`config.mk`:
```
export PLATFORM = sky130hd
export DESIGN_NAME = tmr_capture_unit
export DESIGN_NICKNAME = d
export VERILOG_FILES = /design/src/rtl/tcu_pkg.sv /design/src/rtl/tcu_edge_detect.sv /design/src/rtl/tcu_counter.sv /design/src/rtl/tcu_capture.sv /design/src/rtl/tmr_capture_unit.sv
export SDC_FILE = /design/constraint.sdc
export NUM_CORES = 1
export LEC_CHECK = 0
export BUFFER_PORTS_ARGS = -buffer_cell sky130_fd_sc_hd__buf_2
export CAP_MARGIN = 20
export CORE_MARGIN = 10
export CORE_UTILIZATION = 53
export CTS_CLUSTER_SIZE = 24
export DETAILED_ROUTE_END_ITERATION = 10
export GPL_ROUTABILITY_DRIVEN = 0
export PLACE_DENSITY_LB_ADDON = 0.15
export SYNTH_ARGS = -nofsm -noshare
export SYNTH_HDL_FRONTEND = slang
export SYNTH_SLANG_ARGS = --single-unit
export TNS_END_PERCENT = 50
```
`constraint.sdc`:
```
create_clock -name clk -period 4.1 [get_ports clk]
set_clock_uncertainty 0.1 [all_clocks]
set_input_delay 0.41 -clock clk [delete_from_list [all_inputs] [get_ports clk]]
set_output_delay 0.41 -clock clk [all_outputs]
set_load 0.01 [all_outputs]
```
`src/rtl/tcu_pkg.sv`:
```
package tcu_pkg;

    // Trigger codes carried on the edge-select field
    typedef enum logic [1:0] {
        EDGE_RISE = 2'b00,
        EDGE_FALL = 2'b01,
        EDGE_BOTH = 2'b10,
        EDGE_OFF  = 2'b11
    } edge_sel_e;

    // Mode-field code that selects capture operation
    localparam logic [1:0] MODE_CAPTURE = 2'b01;

    // Counter controller states
    typedef enum logic {
        CNT_IDLE = 1'b0,
        CNT_RUN  = 1'b1
    } cnt_state_e;

endpackage

```
`src/rtl/tcu_edge_detect.sv`:
```
module tcu_edge_detect #(
    parameter int SYNC_STAGES = 2
) (
    input  logic clk,
    input  logic rst_n,
    input  logic pin_i,
    output logic rise_o,
    output logic fall_o
);
    localparam int TOP = SYNC_STAGES - 1;

    logic [SYNC_STAGES-1:0] chain_q;
    logic                   prev_q;

    generate
        for (genvar g = 0; g < SYNC_STAGES; g++) begin : g_sync
            if (g == 0) begin : g_first
                always_ff @(posedge clk or negedge rst_n) begin
                    if (!rst_n) chain_q[0] <= 1'b0;
                    else        chain_q[0] <= pin_i;
                end
            end else begin : g_next
                always_ff @(posedge clk or negedge rst_n) begin
                    if (!rst_n) chain_q[g] <= 1'b0;
                    else        chain_q[g] <= chain_q[g-1];
                end
            end
        end
    endgenerate

    always_ff @(posedge clk or negedge rst_n) begin
        if (!rst_n) prev_q <= 1'b0;
        else        prev_q <= chain_q[TOP];
    end

    always_comb begin
        rise_o = chain_q[TOP] & ~prev_q;
        fall_o = ~chain_q[TOP] & prev_q;
    end


    rise_follows_sample_chk: assert property (@(posedge clk) disable iff (!rst_n)
        rise_o |=> prev_q);

endmodule

```
`src/rtl/tcu_counter.sv`:
```
module tcu_counter
    import tcu_pkg::*;
#(
    parameter int CNT_W = 16
) (
    input  logic             clk,
    input  logic             rst_n,
    input  logic             enable_i,
    input  logic [1:0]       mode_i,
    input  logic [CNT_W-1:0] period_i,
    output logic [CNT_W-1:0] count_o,
    output logic             active_o,
    output logic             match_o
);
    cnt_state_e       state_q, state_d;
    logic [CNT_W-1:0] count_q;
    logic             run_ok;

    assign run_ok = enable_i && (mode_i == MODE_CAPTURE);

    // state register
    always_ff @(posedge clk or negedge rst_n) begin
        if (!rst_n) state_q <= CNT_IDLE;
        else        state_q <= state_d;
    end

    // next state: start / stop
    always_comb begin
        state_d = state_q;
        unique case (state_q)
            CNT_IDLE: if (run_ok)  state_d = CNT_RUN;
            CNT_RUN:  if (!run_ok) state_d = CNT_IDLE;
            default:  state_d = CNT_IDLE;
        endcase
    end

    // outputs: count, activity and compare strobe
    always_comb begin
        active_o = (state_q == CNT_RUN) && run_ok;
        match_o  = active_o && (count_q == period_i);
    end

    always_ff @(posedge clk or negedge rst_n) begin
        if (!rst_n)        count_q <= '0;
        else if (match_o)  count_q <= '0;
        else if (active_o) count_q <= count_q + CNT_W'(1);
        else               count_q <= '0;
    end

    assign count_o = count_q;


    idle_holds_zero_chk: assert property (@(posedge clk) disable iff (!rst_n)
        !enable_i |=> (count_q == '0));

    step_chk: assert property (@(posedge clk) disable iff (!rst_n)
        (state_q == CNT_RUN && run_ok && count_q != period_i)
            |=> (count_q == $past(count_q) + CNT_W'(1)));

    wrap_to_zero_chk: assert property (@(posedge clk) disable iff (!rst_n)
        (state_q == CNT_RUN && run_ok && count_q == period_i) |=> (count_q == '0));

    other_mode_idle_chk: assert property (@(posedge clk) disable iff (!rst_n)
        (mode_i != MODE_CAPTURE) |=> (state_q == CNT_IDLE));

endmodule

```
`src/rtl/tcu_capture.sv`:
```
module tcu_capture
    import tcu_pkg::*;
#(
    parameter int CNT_W = 16
) (
    input  logic             clk,
    input  logic             rst_n,
    input  logic             active_i,
    input  logic [1:0]       edge_sel_i,
    input  logic             rise_i,
    input  logic             fall_i,
    input  logic             match_i,
    input  logic [CNT_W-1:0] count_i,
    input  logic             cap_clr_i,
    input  logic             per_clr_i,
    output logic [CNT_W-1:0] cap_val_o,
    output logic             cap_flag_o,
    output logic             per_flag_o
);
    logic [CNT_W-1:0] cap_val_q;
    logic             cap_flag_q, per_flag_q;
    logic             trig, fire;

    always_comb begin
        unique case (edge_sel_e'(edge_sel_i))
            EDGE_RISE: trig = rise_i;
            EDGE_FALL: trig = fall_i;
            EDGE_BOTH: trig = rise_i | fall_i;
            EDGE_OFF:  trig = 1'b0;
            default:   trig = 1'b0;
        endcase
        fire = active_i && trig;
    end

    always_ff @(posedge clk or negedge rst_n) begin
        if (!rst_n)    cap_val_q <= '0;
        else if (fire) cap_val_q <= count_i;
    end

    always_ff @(posedge clk or negedge rst_n) begin
        if (!rst_n) begin
            cap_flag_q <= 1'b0;
            per_flag_q <= 1'b0;
        end else begin
            if (fire)           cap_flag_q <= 1'b1;
            else if (cap_clr_i) cap_flag_q <= 1'b0;
            if (match_i)        per_flag_q <= 1'b1;
            else if (per_clr_i) per_flag_q <= 1'b0;
        end
    end

    assign cap_val_o  = cap_val_q;
    assign cap_flag_o = cap_flag_q;
    assign per_flag_o = per_flag_q;


    no_capture_when_off_chk: assert property (@(posedge clk) disable iff (!rst_n)
        (edge_sel_i == EDGE_OFF) |=> $stable(cap_val_q));

    cap_sticky_chk: assert property (@(posedge clk) disable iff (!rst_n)
        (cap_flag_q && !cap_clr_i) |=> cap_flag_q);

    per_sticky_chk: assert property (@(posedge clk) disable iff (!rst_n)
        (per_flag_q && !per_clr_i) |=> per_flag_q);

    cap_latch_chk: assert property (@(posedge clk) disable iff (!rst_n)
        fire |=> (cap_flag_q && cap_val_q == $past(count_i)));

    per_flag_set_chk: assert property (@(posedge clk) disable iff (!rst_n)
        match_i |=> per_flag_q);

endmodule

```
`src/rtl/tmr_capture_unit.sv`:
```
module tmr_capture_unit
    import tcu_pkg::*;
#(
    parameter int CNT_W       = 16,
    parameter int SYNC_STAGES = 2
) (
    input  logic             clk,
    input  logic             rst_n,
    input  logic             enable_i,
    input  logic [1:0]       mode_i,
    input  logic [1:0]       edge_sel_i,
    input  logic             clr_on_match_i,
    input  logic             duplex_i,
    input  logic [CNT_W-1:0] period_i,
    input  logic             cap_pin_i,
    input  logic             cap_irq_clr_i,
    input  logic             per_irq_clr_i,
    output logic [CNT_W-1:0] count_o,
    output logic [CNT_W-1:0] capture_o,
    output logic             cap_irq_o,
    output logic             per_irq_o
);
    logic rise, fall, active, match;

    tcu_edge_detect #(.SYNC_STAGES(SYNC_STAGES)) u_edge (
        .clk    (clk),
        .rst_n  (rst_n),
        .pin_i  (cap_pin_i),
        .rise_o (rise),
        .fall_o (fall)
    );

    tcu_counter #(.CNT_W(CNT_W)) u_cnt (
        .clk      (clk),
        .rst_n    (rst_n),
        .enable_i (enable_i),
        .mode_i   (mode_i),
        .period_i (period_i),
        .count_o  (count_o),
        .active_o (active),
        .match_o  (match)
    );

    tcu_capture #(.CNT_W(CNT_W)) u_cap (
        .clk        (clk),
        .rst_n      (rst_n),
        .active_i   (active),
        .edge_sel_i (edge_sel_i),
        .rise_i     (rise),
        .fall_i     (fall),
        .match_i    (match),
        .count_i    (count_o),
        .cap_clr_i  (cap_irq_clr_i),
        .per_clr_i  (per_irq_clr_i),
        .cap_val_o  (capture_o),
        .cap_flag_o (cap_irq_o),
        .per_flag_o (per_irq_o)
    );


    ignored_ctrl_chk: assert property (@(posedge clk) disable iff (!rst_n)
        (active && !match && (clr_on_match_i || duplex_i))
            |=> (count_o == $past(count_o) + CNT_W'(1)));

endmodule

```
Yosys cells after proc, flatten, opt, wreduce, memory -nomap -nowiden
Cells that the tools add are included.
{ "word_totals": {"output_inout_bits": 34, "input_bits": 28, "register_bits": 38} }
{ "classes": {"n_eq_ne": 5, "mux": 8, "n_addsub": 1, "bitwise_logic": 5, "n_reduce_logical": 7} }
{ "ops": {"columns": ["op", "n"], "rows": [
  ["$mux 16", 2],
  ["$add 16x1->16 const B", 1],
  ["$eq 16x16->1", 1],
  ["$mux 1", 5],
  ["$eq 2x1->1 const B", 2],
  ["$eq 2x2->1 const B", 2],
  ["$logic_and 1x1->1", 4],
  ["$pmux 1 s4", 1],
  ["$reduce_bool 2->1", 2],
  ["$and 1x1->1", 2],
  ["$logic_not 2->1", 1],
  ["$not 1->1", 2],
  ["$or 1x1->1", 1]
]} }

Depth between registers and ports, before layout
Gate-level depths: netlist of run 1.
{ "depth": {"ltp_word": 6, "depth_mapped": 7} }

Hierarchy
A second synthesis of run 1 with hierarchy kept.
{ "unflattened": {"cells_unflattened": 147, "hier_area_um2": 1885.6} }
{ "modules_own_cells": {"columns": ["module", "n_inst", "area_per_inst_um2", "cells_each"], "rows": [
  ["tcu_counter", 1, 1039.7, 99],
  ["tcu_capture", 1, 755.7, 43],
  ["tcu_edge_detect", 1, 90.1, 5]
]} }

Worst setup path after synthesis of run 1
Ideal clock, no wire load.
{ "synth_path": {"path_kind": "reg-to-reg", "startpoint": "reg u_cnt.count_q[3], in the netlist u_cnt.count_o[3]", "endpoint": "reg u_cnt.count_q[10], in the netlist u_cnt.count_o[10]", "setup_ns": 0.136, "t_required_ns": 3.864, "path_stages_with_launch": 7, "t_arrival_ns": 1.579, "setup_slack_ns": 2.284, "path_cell_list": "dfrtp_1 buf_2 xnor2_1 nand4_1 nor4_4 buf_2 nor3_1"} }
{ "synth_between": {"elab_chain_cells": 3, "word_cells_on_any_way": 5} }
{ "synth_lines": {"columns": ["element", "line_no", "source"], "rows": [
  ["start, declared", "tcu_counter.sv:16", "logic [CNT_W-1:0] count_q;"],
  ["start signal, assigned", "tcu_counter.sv:46", "else if (active_o) count_q <= count_q + CNT_W'(1);"],
  ["$add 16x1->16 or $eq 16x16->1 (tied branches)", "tcu_counter.sv:46, tcu_counter.sv:40", null],
  ["$mux 16 or $logic_and 1x1->1 (tied branches)", "tcu_counter.sv:46, tcu_counter.sv:40", null],
  ["$mux 16 *", "tcu_counter.sv:45", "else if (match_o) count_q <= '0;"]
]} }
Every way passes the cells marked *; elsewhere a longest branch is shown, timed or not.
A chain may end at the register's enable or synchronous reset.

Final worst setup path of run 1
{ "layout_path": {"startpoint": "reg u_cnt.count_q[3], in the netlist u_cnt.count_o[3]", "endpoint": "reg u_cap.per_flag_q, in the netlist u_cap.per_flag_o"} }
{ "layout_between": {"elab_chain_cells": 3, "word_cells_on_any_way": 4} }
{ "layout_lines": {"columns": ["element", "line_no", "source"], "rows": [
  ["$eq 16x16->1 *", "tcu_counter.sv:40", "match_o = active_o && (count_q == period_i);"],
  ["$logic_and 1x1->1 *", "tcu_counter.sv:40", null],
  ["$mux 1 or $reduce_bool 2->1 (tied branches)", null, null],
  ["end signal, assigned", "tcu_capture.sv:43", "per_flag_q <= 1'b0;"],
  ["end signal, assigned", "tcu_capture.sv:47", "if (match_i) per_flag_q <= 1'b1;"],
  ["end signal, assigned", "tcu_capture.sv:48", "else if (per_clr_i) per_flag_q <= 1'b0;"],
  ["end, declared", "tcu_capture.sv:21", "logic cap_flag_q, per_flag_q;"]
]} }
Marked as above.

==> run metrics, run 1 <==
status=complete, no violations; peak supply drop=0.216 mV; TritonRoute pass-1 iters=4; Total Power=about 0.00065 W; flops & latches, synth=38; HP Class=in2async; GRT Total Usage=0.141; WL final=between 4 and 5 mm; buffers from clock root to sink, at most=2; core box area=roughly 3300 sq um; nets in the synthesized netlist=183; Synth top area share=0.516; via/cell ratio=approximately 5.4; CTS tree=done; via count=~1400; CTS root buf=clkbuf_4; number of post-CTS setup repair buffers=0; Clk Latency, worst-skew pair=~0.34 ns; top cells by area, synth=dfrtp_1, mux2_2, xnor2_1; slowest stage delay, CP=between 0.8 and 0.9 ns; total gr overflow=0; Distinct cells, synth=36; FFs w/ async S/R, synth=1.00; EDFF count, synth=0; top cell type by total area after synthesis=dfrtp_1; final hold slack=0.0515 ns; CTS Buf Count=5; row count=21; final cell area excluding filler cells=around 2200 sq um; post-synthesis cell area=approximately 1800 sq um; Leak=1.11 nW; Finish-stage setup viols=0; antenna violations before repair=0; clock sink count=38; worst path required time=4.29 ns; top post-synthesis cells by count=dfrtp_1, xnor2_1, mux2_2, nor3_1; crit path DAT=2.33 ns; Slew @ Worst Pin=roughly 0.93 ns; Avg WL per Cell=roughly 16 um; post-route setup TNS=0 ns; fillers=282; Fmax=466 MHz; final number of hold-violating endpoints=0; most common flop cell mapped by yosys=dfrtp_1; area post-placement=around 2200 sq um; Synth Instances=152; Mean Syn Cell Area=12.1 sq um; largest net degree at the start of global routing=39; PwrDens=291 nW/um^2; via count of the first global-routing pass=between 1000 and 1500; Critical-path top delay cell=nor4_4; Initial DRC Count=59; max_cap viols=0; htree depth=2; Port Buffers=59; Die Wd=around 80 um; type of origin of the critical path=register; Final Slew Violations=0; area of the die=6240 sq um; Area Growth Syn to Fin=21.5%; crit path kind=reg2reg; initial core utilization=0.552; slew margin rel.=0.373; die height=roughly 79 um; Worst setup EP type=register; Routed Antenna Nets=0; critical path peak fanout=17; HPWL Detailed=3.21 mm; Resize count post-CTS=0; Seq/Total Area, Yosys=0.516; # IOs=between 60 and 70; DRC Markers=0; Final min period=approximately 2.1 ns; # hold bufs at CTS=0; synth warn=0; first-pass GRT wire length=around 7.0 mm; period utilization=0.524; RSZ-0062 raised after global routing=no; CP Cell Sequence=xnor2_1, nand4_1, nor4_4, a32o_1; clock slew at reported path FFs=about 0.11 ns; Final nets=around 240; top-count cell post-synth=dfrtp_1; ant diodes=0; share of cells above drive strength 1=0.439
[sequential cells by signal, indices dropped and copies added (netlist names)]
name,flops
u_cap.cap_flag_o,1
u_cap.cap_val_o,16
u_cap.per_flag_o,1
u_cnt.count_o,16
u_cnt.state_q,1
u_edge.chain_q,2
u_edge.prev_q,1
[report_power, final]
group	internal, W	switching, W
logic	0.0000169	0.0000186
clock network	0.000117	0.000121
registers	0.000377	0.00000133
total	0.000511	0.000141
[kinds of logic after synthesis]
group	after synthesis	share of synthesized area
AO/OA/AOI/OAI	8	0.0333
XOR/XNOR	27	0.128
adder cells (fa/ha/maj)	3	0.0204
buffers and inverters	12	0.0292
flip-flops	38	0.516
multiplexers	18	0.109
AND/OR/NAND/NOR	46	0.164
[worst max-delay path, delay by kind of cell, from the launching register on]
| family | cells | cell delay (ns) |
|---|---|---|
| AND/OR/NAND/NOR | 2 | 1.03 |
| flip-flops | 1 | 0.50 |
| AO/OA/AOI/OAI | 1 | 0.26 |
| XOR/XNOR | 1 | 0.21 |
[layout make-up]
| type | instances | area [sq um] | area share |
|---|---|---|---|
| clock buffers | 8 | 78.8 | 0.0352 |
| multi-input cells | 102 | 838 | 0.374 |
| inverters | 5 | 18.8 | 0.00838 |
| flip-flops and latches | 38 | 951 | 0.425 |
| repair buffers | 59 | 295 | 0.132 |
| well taps | 46 | 57.6 | 0.0257 |
[per-layer routing]
metal,vias up,part of all wire,GRT usage
met2,49,0.51,0.242
met4,0,0.0081,0.0412
met1,679,0.38,0.149
met3,6,0.10,0.0721
met5,-,0,0
li1,653,-,-
[worst paths after layout]
| check | to | slack (ns) | cells past startpoint | from |
|---|---|---|---|---|
| max | u_cap.per_flag_o$_DFFE_PN0P_ | 1.95 | 4 | u_cnt.count_o[3]$_DFF_PN0_ |
| min | u_cap.cap_val_o[5]$_DFFE_PN0P_ | 0.05 | 1 | rst_n |
| max reg2reg | u_cap.per_flag_o$_DFFE_PN0P_ | 1.95 | 4 | u_cnt.count_o[3]$_DFF_PN0_ |
| min reg2reg | u_edge.chain_q[1]$_DFF_PN0_ | 0.27 | 0 | u_edge.chain_q[0]$_DFF_PN0_ |
| max in group asynchronous | u_cap.cap_val_o[9]$_DFFE_PN0P_ | 3.31 | 1 | rst_n |
| min in group clk | u_edge.chain_q[0]$_DFF_PN0_ | 0.07 | 1 | cap_pin_i |
[cells in the final DEF, fill, tap and decap left out, types with 2 or more instances in the layout]
cell and instances:
nor3_1 13, nand2_1 5, buf_2 59, xor2_1 7, a211oi_1 2, nor2_1 2
ha_1 3, dfrtp_1 38, clkbuf_4 5, clkbuf_8 3, nand3_1 3, inv_1 5
mux2_2 17, nand4_1 7, xnor2_1 20, or3_1 2, o21ai_0 2
[metrics by stage]
stage          setup slack [ns]  std cells   util
2_1_floorplan              2.28        152      -
3_3_place_gp               1.71        250  0.648
3_5_place_dp               1.67        250  0.648
4_1_cts                    1.90        258  0.671
5_1_grt                    1.75        258  0.671
6_report                   1.95        258  0.671
(Power assumes the default switching activity.)
==> inputs of run 2 (changes only) <==
CORE_UTILIZATION = 45   (was 53)
clock period = 1.86 ns   (was 4.1 ns; I/O delays follow)
==> run metrics, run 2 (synthesis results as in run 1) <==
Hold EP=u_cap.per_flag_o$_DFFE_PN0P_; max_cap viols=0 (unchanged); slew margin rel.=0.437 (was 0.373); CP delay by family, top=multiplexers (was simple AND/OR/NAND/NOR gates); initial core utilization=0.464 (was 0.552); final number of hold-violating endpoints=0 (unchanged); area of the die=7060 sq um (was 6240 sq um); Total Power=0.00152 W (was 0.000652 W); Initial DRC Count=132 (was 59); worst slack at placement=-0.352 ns (was 1.67 ns); Die Wd=84.0 um (was 79.0 um); commonest non-fill, non-tap cell in the layout=buf_2 (unchanged); busiest layer in global routing=met2 (unchanged); met1 Use GR=0.168 (was 0.149); FF/Latch Area=951 sq um (unchanged); Critical-path top delay cell=dfrtp_1 (was nor4_4); met2 usage=0.229 (was 0.242); violated checks=setup timing; via count of the first global-routing pass=1617 (was 1480); type of origin of the critical path=register (unchanged); Reg2Reg Launch Point=u_edge.prev_q$_DFF_PN0_ (was u_cnt.count_o[3]$_DFF_PN0_); antenna violations before repair=0 (unchanged); share of cells above drive strength 1=0.485 (was 0.439); CTS Buf Count=5 (unchanged); via count=1458 (was 1387); core box area=3970 sq um (was 3340 sq um); row count=23 (was 21); slack of the worst reg-to-reg path=-0.02 ns (was 1.95 ns); htree depth=2 (unchanged); first-pass GRT wire length=8.12 mm (was 7.03 mm); Final nets=263 (was 242); die height=84.0 um (was 79.0 um); Area Growth Syn to Fin=35.2% (was 21.5%); PwrDens=612 nW/um^2 (was 291 nW/um^2); final cell area excluding filler cells=2490 sq um (was 2240 sq um); Leak=1.23 nW (was 1.11 nW); largest net degree at the start of global routing=39 (unchanged); GRT Total Usage=0.144 (was 0.141); ant diodes=0 (unchanged); Routed Antenna Nets=0 (unchanged); r2r endpoint=u_cap.cap_val_o[11]$_DFFE_PN0P_ (was u_cap.per_flag_o$_DFFE_PN0P_); WHS Path Cells=3; Worst Reg-to-Reg Cells=7 (was 4); WL final=5.04 mm (was 4.21 mm); peak supply drop=0.421 mV (was 0.216 mV); clock slew at reported path FFs=0.07 ns (was 0.11 ns); Fmax=533 MHz (was 466 MHz); final setup margin=-0.0168 ns (was 1.95 ns); CTS tree=done (unchanged); clock sink count=38 (unchanged); period utilization=1.01 (was 0.524); # IOs=62 (unchanged); total gr overflow=0 (unchanged); hold path start=per_irq_clr_i; crit path DAT=1.96 ns (was 2.33 ns); Worst setup EP type=register (unchanged); HP Class=in2reg (was in2async); post-route setup TNS=-0.0168 ns (was 0 ns); Final Slew Violations=0 (unchanged); most frequent cells in the layout=buf_2, dfrtp_1, xnor2_1, mux2_2, buf_4 (was buf_2, dfrtp_1, xnor2_1, mux2_2, nor3_1); via/cell ratio=5.15 (was 5.38); Slew @ Worst Pin=0.845 ns (was 0.934 ns); multi-input logic area=878 sq um (was 838 sq um); Avg WL per Cell=17.8 um (was 16.3 um); DRC Markers=0 (unchanged); area post-placement=2280 sq um (was 2160 sq um); slowest stage delay, CP=0.39 ns (was 0.87 ns); worst path required time=1.94 ns (was 4.29 ns); Finish-stage setup viols=1 (was 0); Final min period=1.88 ns (was 2.15 ns); critical path peak fanout=7 (was 17); CP bufs+invs=2 (was 0); CTS root buf=clkbuf_8 (was clkbuf_4); fillers=334 (was 282); RSZ-0062 raised after global routing=yes (was no); Port Buffers=59 (unchanged); Most common cell on crit path=mux2_4; met3 Use GR=0.0469 (was 0.0721); HPWL Detailed=3.72 mm (was 3.21 mm); crit path kind=reg2reg (unchanged); status=complete, but fails checks (was complete, no violations); Clk Latency, worst-skew pair=0.30 ns (was 0.34 ns); CP Cell Sequence=buf_4, ha_4, mux2_4, mux2i_4, nor2_4, buf_12, mux2_4 (was xnor2_1, nand4_1, nor4_4, a32o_1); buffers from clock root to sink, at most=2 (unchanged); TritonRoute pass-1 iters=4 (unchanged)
[run 2: cell count changes in the layout (fill, tap and decap cells not counted), moves of 2 or more]
cell           change
clkbuf_4           -5
mux2_2             -2
mux2_4             +2
buf_12             +2
buf_4             +15
clkbuf_8           +3
dlygate4sd3_1      +3
[run 2: where the power goes]
| part | switching [W] | leakage [nW] | internal (W) |
|---|---|---|---|
| sequential | 0.00000305 | 0.524 | 0.000830 |
| combinational | 0.0000520 | 0.661 | 0.0000511 |
| clock | 0.000289 | 0.0482 | 0.000299 |
[run 2: worst reg2reg max path, stage by stage, from the launching register on]
cell	delay [ns]
dfrtp_1	0.39
buf_4	0.14
ha_4	0.15
mux2_4	0.27
mux2i_4	0.19
nor2_4	0.09
buf_12	0.14
mux2_4	0.29
[run 2: area by class of cell]
class	count	area share
sequential	38	0.382
multi-input combinational	102	0.353
timing repair buffer	80	0.196
clock buffer	7	0.0347
tap	50	0.0251
inverter	5	0.00753
clock inverter	1	0.00201
[run 2: worst max-delay path by stage]
stage	startpoint	to	slack, ns	cells past startpoint
6_report	u_edge.prev_q$_DFF_PN0_	u_cap.cap_val_o[11]$_DFFE_PN0P_	-0.02	7
3_5_place_dp	u_edge.prev_q$_DFF_PN0_	u_cap.cap_val_o[11]$_DFFE_PN0P_	-0.35	6
2_1_floorplan	u_cnt.count_o[3]$_DFF_PN0_	u_cnt.count_o[10]$_DFF_PN0_	0.04	6
5_1_grt	u_edge.prev_q$_DFF_PN0_	u_cap.cap_val_o[11]$_DFFE_PN0P_	-0.07	7
4_1_cts	u_edge.prev_q$_DFF_PN0_	u_cap.cap_val_o[3]$_DFFE_PN0P_	0.005	7
3_3_place_gp	u_edge.prev_q$_DFF_PN0_	u_cap.cap_val_o[1]$_DFFE_PN0P_	-0.26	6
[run 2: per-stage QoR]
step	instances	hold WS, ns	utilization
2_1_floorplan	152	-0.210	-
3_3_place_gp	269	0.196	0.574
3_5_place_dp	269	0.206	0.574
4_1_cts	282	0.0697	0.620
5_1_grt	283	0.0915	0.627
6_report	283	0.0704	0.627
[run 2: metal layers]
layer  up-vias  part of all wire
met5         -                 0
met4         0             0.023
met2        52              0.48
met1       701              0.43
met3        11             0.062
li1        694                 -
[run 2: what timing repair did]
action                                 4_1_cts  5_1_grt
setup endpoints to repair                   16       17
pin swaps                                    1        0
endpoints found under the hold margin       40        0
buffers inserted                             2        1
hold buffers                                 3        0
gates cloned                                 0        0
resized for setup                            5        4
